**src/rtl/pal_pkg.sv**
```systemverilog
package pal_pkg;
  // Direction encoding on the host direction line.
  typedef enum logic {
    HOST_RD = 1'b0,
    HOST_WR = 1'b1
  } host_dir_e;

  // Select value of the mode register; palette entries follow it.
  localparam int unsigned MODE_SEL = 0;
  localparam int unsigned PAL_BASE = 1;
endpackage

```
**src/rtl/pal_decode.sv**
```systemverilog
module pal_decode #(
  parameter int unsigned SEL_W = 5,
  parameter int unsigned IDX_W = 4
) (
  input  logic             clk,
  input  logic             rst,
  input  logic             cs,
  input  logic             wr,
  input  logic [SEL_W-1:0] sel,
  output logic             mode_we,
  output logic             pal_we,
  output logic             mode_rd,
  output logic             pal_rd,
  output logic [IDX_W-1:0] pal_idx
);
  import pal_pkg::*;

  localparam int unsigned ENTRIES = 1 << IDX_W;
  localparam logic [SEL_W-1:0] SEL_MODE = SEL_W'(MODE_SEL);
  localparam logic [SEL_W-1:0] SEL_FIRST = SEL_W'(PAL_BASE);
  localparam logic [SEL_W-1:0] SEL_LAST = SEL_W'(PAL_BASE + ENTRIES - 1);

  logic             hit_mode;
  logic             hit_pal;
  logic [SEL_W-1:0] offset;
  logic             do_wr;
  logic             do_rd;

  always_comb begin
    hit_mode = (sel == SEL_MODE);
    hit_pal  = (sel >= SEL_FIRST) && (sel <= SEL_LAST);
    offset   = sel - SEL_FIRST;
    pal_idx  = offset[IDX_W-1:0];
    do_wr    = cs && (wr == HOST_WR);
    do_rd    = cs && (wr == HOST_RD);
    mode_we  = do_wr && hit_mode;
    pal_we   = do_wr && hit_pal;
    mode_rd  = do_rd && hit_mode;
    pal_rd   = do_rd && hit_pal;
  end

  // no write strobe reaches storage without the access strobe
  p_we_needs_cs_r4: assert property (@(posedge clk) disable iff (rst)
    (mode_we || pal_we) |-> (cs && wr));

  // at most one target per access, none for unmapped selects
  p_one_target_r8: assert property (@(posedge clk) disable iff (rst)
    $onehot0({mode_we, pal_we, mode_rd, pal_rd}));
endmodule

```
**src/rtl/pal_store.sv**
```systemverilog
module pal_store #(
  parameter int unsigned IDX_W   = 4,
  parameter int unsigned COLOR_W = 6
) (
  input  logic               clk,
  input  logic               rst,
  input  logic               we,
  input  logic [IDX_W-1:0]   widx,
  input  logic [COLOR_W-1:0] wdata,
  input  logic [IDX_W-1:0]   pix_ridx,
  output logic [COLOR_W-1:0] pix_rdata,
  input  logic [IDX_W-1:0]   host_ridx,
  output logic [COLOR_W-1:0] host_rdata
);
  localparam int unsigned ENTRIES = 1 << IDX_W;

  logic [ENTRIES-1:0][COLOR_W-1:0] ent;

  for (genvar g = 0; g < ENTRIES; g++) begin : g_entry
    always_ff @(posedge clk) begin
      if (rst) begin
        ent[g] <= '0;
      end else if (we && (widx == IDX_W'(g))) begin
        ent[g] <= wdata;
      end
    end
  end

  // Two independent asynchronous read ports.
  always_comb begin
    pix_rdata  = ent[pix_ridx];
    host_rdata = ent[host_ridx];
  end

  // a write lands in the addressed entry
  p_write_lands_r3: assert property (@(posedge clk) disable iff (rst)
    we |=> (ent[$past(widx)] == $past(wdata)));

  // with no write, the whole table holds
  p_table_holds_r4: assert property (@(posedge clk) disable iff (rst)
    !we |=> $stable(ent));

  // reset clears every entry
  p_reset_clear_r1: assert property (@(posedge clk)
    $past(rst) |-> (ent == '0));
endmodule

```
**src/rtl/palette_regbank.sv**
```systemverilog
module palette_regbank #(
  parameter int unsigned SEL_W   = 5,
  parameter int unsigned IDX_W   = 4,
  parameter int unsigned DATA_W  = 8,
  parameter int unsigned COLOR_W = 6
) (
  input  logic              clk,
  input  logic              rst,
  input  logic              host_cs,
  input  logic              host_wr,
  input  logic [SEL_W-1:0]  host_sel,
  input  logic [DATA_W-1:0] host_din,
  output logic [DATA_W-1:0] host_dout,
  input  logic [IDX_W-1:0]  pix_idx,
  output logic [COLOR_W-1:0] pix_color,
  output logic [DATA_W-1:0] mode_out
);
  localparam int unsigned PAD_W = DATA_W - COLOR_W;
  localparam int unsigned ENTRIES = 1 << IDX_W;

  logic               mode_we;
  logic               pal_we;
  logic               mode_rd;
  logic               pal_rd;
  logic [IDX_W-1:0]   pal_idx;
  logic [COLOR_W-1:0] host_color;
  logic [DATA_W-1:0]  mode_q;

  pal_decode #(.SEL_W(SEL_W), .IDX_W(IDX_W)) u_decode (
    .clk     (clk),
    .rst     (rst),
    .cs      (host_cs),
    .wr      (host_wr),
    .sel     (host_sel),
    .mode_we (mode_we),
    .pal_we  (pal_we),
    .mode_rd (mode_rd),
    .pal_rd  (pal_rd),
    .pal_idx (pal_idx)
  );

  pal_store #(.IDX_W(IDX_W), .COLOR_W(COLOR_W)) u_store (
    .clk        (clk),
    .rst        (rst),
    .we         (pal_we),
    .widx       (pal_idx),
    .wdata      (host_din[COLOR_W-1:0]),
    .pix_ridx   (pix_idx),
    .pix_rdata  (pix_color),
    .host_ridx  (pal_idx),
    .host_rdata (host_color)
  );

  always_ff @(posedge clk) begin
    if (rst) begin
      mode_q <= '0;
    end else if (mode_we) begin
      mode_q <= host_din;
    end
  end

  assign mode_out = mode_q;

  always_comb begin
    host_dout = '0;
    if (mode_rd) begin
      host_dout = mode_q;
    end else if (pal_rd) begin
      host_dout = {{PAD_W{1'b0}}, host_color};
    end
  end

  // the read bus is quiet unless a read is strobed
  p_dout_quiet_r6: assert property (@(posedge clk) disable iff (rst)
    !(host_cs && !host_wr) |-> (host_dout == '0));

  // a mode write is seen on the mode output after the edge
  p_mode_write_r2: assert property (@(posedge clk) disable iff (rst)
    (host_cs && host_wr && (host_sel == '0)) |=> (mode_out == $past(host_din)));

  // reads above the palette return zero
  p_unmapped_zero_r8: assert property (@(posedge clk) disable iff (rst)
    (host_cs && !host_wr && (host_sel > SEL_W'(ENTRIES))) |-> (host_dout == '0));

  // mode holds without a strobed write to it
  p_mode_hold_r4: assert property (@(posedge clk) disable iff (rst)
    !host_cs |=> $stable(mode_out));

  // palette reads never set the pad bits
  p_pad_zero_r5: assert property (@(posedge clk) disable iff (rst)
    (host_cs && !host_wr && (host_sel != '0)) |-> (host_dout[DATA_W-1:COLOR_W] == '0));
endmodule

```
**config.mk**
```make
export PLATFORM = sky130hd
export DESIGN_NAME = palette_regbank
export DESIGN_NICKNAME = d
export VERILOG_FILES = /design/src/rtl/pal_pkg.sv /design/src/rtl/pal_decode.sv /design/src/rtl/pal_store.sv /design/src/rtl/palette_regbank.sv
export SDC_FILE = /design/constraint.sdc
export NUM_CORES = 1
export LEC_CHECK = 0
export ABC_AREA = 1
export BUFFER_PORTS_ARGS = -buffer_cell sky130_fd_sc_hd__clkbuf_2
export CORE_ASPECT_RATIO = 1.2
export CORE_MARGIN = 2
export CORE_UTILIZATION = 55
export CTS_CLUSTER_SIZE = 10
export DETAILED_ROUTE_END_ITERATION = 10
export MAX_ROUTING_LAYER = met4
export PLACE_DENSITY = 0.73
export SLEW_MARGIN = 10
export SYNTH_ARGS = -nofsm -noshare
export SYNTH_HDL_FRONTEND = slang
export SYNTH_SLANG_ARGS = --single-unit
```
**constraint.sdc**
```tcl
create_clock -name clk -period 2.84 [get_ports clk]
set_clock_uncertainty 0.1 [all_clocks]
set_input_delay 0.142 -clock clk [delete_from_list [all_inputs] [get_ports clk]]
set_output_delay 0.142 -clock clk [all_outputs]
set_load 0.01 [all_outputs]
```
Word level (Yosys, flattened, before mapping)
Index checks and enable logic that the tools add are counted.
{ "op_classes": {"n_addsub": 1, "n_lt_le_gt_ge": 4, "eq_ne": 15, "muxes": 6, "bitwise": 1, "reduce_logical": 25} }
{ "ops": {"columns": ["cell", "n"], "rows": [
  ["binary-select mux 6 bit (select 4 bit)", 2],
  ["== test 4 bit, second input constant", 8],
  ["logical AND 1 bit", 23],
  ["two-way mux 6 bit", 3],
  ["== test 4 x 3 -> 1 bit, second input constant", 4],
  ["less-than comparator 4 x 5 -> 1 bit, second input constant", 2],
  ["== test 4 x 2 -> 1 bit, second input constant", 2],
  ["two-way mux 8 bit", 1],
  [">= comparator 5 x 1 -> 1 bit, second input constant", 1],
  ["<= comparator 5 bit, second input constant", 1],
  ["zero test 5 bit", 1],
  ["== test 4 x 1 -> 1 bit, second input constant", 1],
  ["zero test 4 bit", 1],
  ["subtractor 4 x 1 -> 4 bit, second input constant", 1],
  ["inverter 1 bit", 1]
]} }
{ "word_totals": {"ff_bits": 104, "out_inout_bits": 22, "elab_cells": 69} }

Longest topological paths before layout
{ "logic_depth": {"ltp_word": 5, "ltp_mapped": 14} }

Cells and area by module
From an unflattened synthesis, not the netlist that was laid out.
{ "unflattened": {"hier_cells": 1065, "hier_area_um2": 6301.0} }
{ "by_module_without_submodules": {"columns": ["module", "n_inst", "cells_each", "area_each_um2", "seq_area_each_um2"], "rows": [
  ["pal_store", 1, 965, 5688.0, 1921.8],
  ["palette_regbank", 1, 76, 488.0, 160.2],
  ["pal_decode", 1, 24, 125.1, 0.0]
]} }

Worst setup path before layout
Ideal clock, no wire load.
{ "synth_timing": {"kind": "input to output", "startpoint": "input port host_sel[0]", "endpoint": "output port host_dout[2]", "t_arrival_ns": 1.885, "required_time_ns": 2.598, "path_slack_ns": 0.713, "stages": 14, "n_path_buf": 4, "cell_sequence": "buf_2 -> inv_2 -> buf_2 -> buf_2 -> ha_1 -> inv_2 -> clkbuf_1 -> nand3_1 -> nand2_1 -> nand2_1 -> nand2_1 -> nand2_1 -> nand3_1 -> nand2_1"} }
{ "synth_between": {"elab_chain_cells": 5} }
{ "synth_lines": {"columns": ["item", "line", "text"], "rows": [
  ["from (decl)", "palette_regbank.sv:11", "input logic [SEL_W-1:0] host_sel,"],
  ["subtractor 4 x 1 -> 4 bit, or another cell as far along", "pal_decode.sv:32", "offset = sel - SEL_FIRST;"],
  ["binary-select mux 6 bit (select 4 bit) or logical AND 1 bit (tied branches)", "pal_store.sv:32, pal_decode.sv:31", null],
  ["two-way mux 6 bit (implied by the code) or logical AND 1 bit (tied branches)", "pal_store.sv:32, pal_decode.sv:39", null],
  ["two-way mux 6 bit", "palette_regbank.sv:68", "end else if (pal_rd) begin"],
  ["two-way mux 8 bit *", "palette_regbank.sv:66", "if (mode_rd) begin"],
  ["to (decl)", "palette_regbank.sv:13", "output logic [DATA_W-1:0] host_dout,"]
]} }
Mark *: on every way between the ends. The rest lies on a longest branch, timed or not. The select of a mux whose other input is x is not followed.

Final worst setup path
{ "layout_timing": {"startpoint": "input port host_sel[1]", "endpoint": "output port host_dout[5]"} }
Same word-level chain as after synthesis.

==> impl_metrics.ini <==
[run_status]
status = finished, final reports clean

[finish]
final_core_util_pct = 61.6
fillers = 1173
antenna_cells_inserted = 0
finish.cell_count_without_fillers = 1258
flow.area_growth_from_synthesis_pct = 9.45
layout.nets = 1123
drive_gt1_share_pct = 10.4
mostFrequentLayoutCell = sky130_fd_sc_hd__nand2_1
most-common-layout-cells = 293 x sky130_fd_sc_hd__nand2_1, 213 x sky130_fd_sc_hd__nor2_1, 179 x sky130_fd_sc_hd__nand3_1, 104 x sky130_fd_sc_hd__dfxtp_1, 79 x sky130_fd_sc_hd__inv_1

[drt]
total_via_count_after_detailed_routing = 6846
wirelength_um = 19600
drt-initial-drc-count = 468
number_of_iterations_in_the_first_detailed_routing_pass = 5
wire_per_inst_um = 15.6
drcViolationCount = 0
antenna_violating_nets_post_route = 0
route.detailed.vias_per_inst = 5.44

[grt]
grt_start_max_net_pins = 59
grt_first_pass_wirelength_um = 32000
grt_antenna_before_repair = 0
grt_util_all_layers_pct = 33.7
grt_remaining_overflow = 0
number_of_global_route_vias_before_repair = 6021

[floorplan]
core.rowCount = 43
die_footprint_um2 = 12700
core_area_um2 = 11600
die_h_um = 123
top_level_ports = 43
starting_density_pct = 56.3
floorplan.die.width_um = 103

[clock_tree]
insertion_delay_ps = 360
cts.sink_count = 104
clock_tree.buffer_depth = 2
cts_root_buffer = sky130_fd_sc_hd__clkbuf_16
cts_inserted_buffers = 9
cts.repair_timing.setup_buffer_count = 0
post_cts_resize_count = 0
clkSlewWorstSetupHoldPaths_ps = 70
post_cts_hold_buffer_count = 2
ctsHtreeMaxLevel = 3
tritoncts_clock_tree = yes

[power]
ir_worst_vdd_mv = 0.377
leakagePower_uw = 0.00301
swShare_pct = 28.1
clkPwrFrac_pct = 42.3
power.density_cell_area_nw_per_um2 = 505
seqPwrFrac_pct = 41.1
power.combinational.fraction_pct = 16.6
internal_power_uw = 2590
total_switching_power_uw = 1010

[worst_setup_path]
critical_path_required_ps = 2600
critPathKind = input pin to output pin
start_kind = input pin
cp_data_arrival_time_ps = 1880
timing.critical_path.to_type = output pin
worstPathMaxFanout = 25

[timing]
timing.final.max_slew_violations = 0
timing.fmax_mhz = 472
rsz0062_at_grt = false
worstMarginPinSlew_ps = 827
timing.final.hold_violations = 0
final_min_period_ps = 2120
timing.final.crit_share_pct = 74.6
max_slew_margin_pct = 44.5
finalSetupViolCount = 0
final.setup.tns_ps = 0

[placement]
placed_cells_incl_taps = 1241
port_buffers = 42
finalWeightedCongestion = 0.961
dp_hpwl_um = 13100

[synthesis]
netlist-cell-type-count = 27
syn_inst = 1093
postSynthRegisterBits = 104
ys.warnings.count = 0
postSynthAreaPerCell_um2 = 5.96
synthesis.nets = 1119
synth.yosys.seq_area_share_pct = 32.0
cell_area_synth_um2 = 6510

[run]
max-cap-violations = 0

[min_path]
hold_path_class = input pin to register
-- critical path, cell delays in order --
cell and delay [ps]:
sky130_fd_sc_hd__clkbuf_2 140, sky130_fd_sc_hd__inv_1 90, sky130_fd_sc_hd__ha_1 300, sky130_fd_sc_hd__inv_2 400, sky130_fd_sc_hd__nand3_1 140, sky130_fd_sc_hd__nand2_1 130, sky130_fd_sc_hd__nand2_1 60, sky130_fd_sc_hd__nand2_1 60
sky130_fd_sc_hd__nand2_1 60, sky130_fd_sc_hd__nand2_1 70, sky130_fd_sc_hd__nand2_1 80, sky130_fd_sc_hd__nand2_1 70, sky130_fd_sc_hd__clkbuf_2 120
-- cell usage after synthesis, drive strengths merged --
library cell    n  area [um^2]
a21oi          37          185
clkbuf         34          128
o211ai         26          195
dfxtp         104         2080
nor3            1         5.00
nand2         298         1140
inv            84          315
xnor2           1         16.3
ha              5         62.6
o21ai          37          185
nand3         181          923
nor2          238         1010
nand4           3         18.8
clkinv          6         22.5
buf            37          219
nand3b          1         7.51
-- per-layer routing --
| layer | vias to the layer above | share of wire, % | global-route usage, % |
|---|---|---|---|
| met4 | 0 | 3.0 | 13.9 |
| met5 | - | 0 | - |
| li1 | 3471 | - | - |
| met2 | 260 | 46 | 50.2 |
| met3 | 33 | 6.3 | 2.94 |
| met1 | 3082 | 45 | 46.8 |
-- state kept, by name, summed over array words and instances (netlist names) --
| register | count |
|---|---|
| mode_out | 8 |
| u_store.ent | 96 |
-- cell type report --
| class | instances | area (um^2) | area share (%) |
|---|---|---|---|
| Tap cell | 157 | 196 | 2.76 |
| Multi-Input combinational cell | 828 | 3750 | 52.6 |
| Inverter | 90 | 338 | 4.74 |
| Timing Repair Buffer | 64 | 405 | 5.69 |
| Clock buffer | 9 | 225 | 3.16 |
| Clock inverter | 6 | 133 | 1.86 |
| Sequential cell | 104 | 2080 | 29.2 |
-- power groups by stage --
stage	combinational [uW]	clock (uW)	sequential, uW
after global routing	656	1590	1480
after detailed placement	583	0	1510
after floorplan	416	0	1510
after CTS	588	1530	1480
after global placement	581	0	1510
final	596	1520	1480
-- final timing paths --
kind,startpoint,to,slack [ps],cells after the start
min reg2reg,mode_out[7]$_SDFFE_PP0P_,mode_out[7]$_SDFFE_PP0P_,380,2
min,rst,u_store.ent[49]$_SDFFE_PP0P_,180,4
max reg2reg,mode_out[0]$_SDFFE_PP0P_,mode_out[0]$_SDFFE_PP0P_,2050,2
max,host_sel[1],host_dout[5],720,13
-- metrics by stage --
| step | total power, uW | hold slack (ps) | area [um^2] | setup WS, ps |
|---|---|---|---|---|
| after detailed placement | 2100 | 341 | 6750 | 621 |
| after global routing | 3730 | 245 | 7130 | 588 |
| after CTS | 3590 | 189 | 7130 | 732 |
| after global placement | 2090 | 320 | 6750 | 628 |
| after floorplan | 1930 | 232 | 6510 | 713 |
| final | 3600 | 184 | 7130 | 721 |
-- logic make-up (layout without fill, tap and decap cells) --
logic type,count (synthesis),in the layout,synth area share (%)
flops,104,104,32.0
xor+xnor,1,1,0.250
compound gates,100,100,8.68
simple gates,722,722,47.6
fa+ha+maj,5,5,0.960
buf+inv,161,169,10.5
No activity file was read; power rests on OpenSTA's default activity.
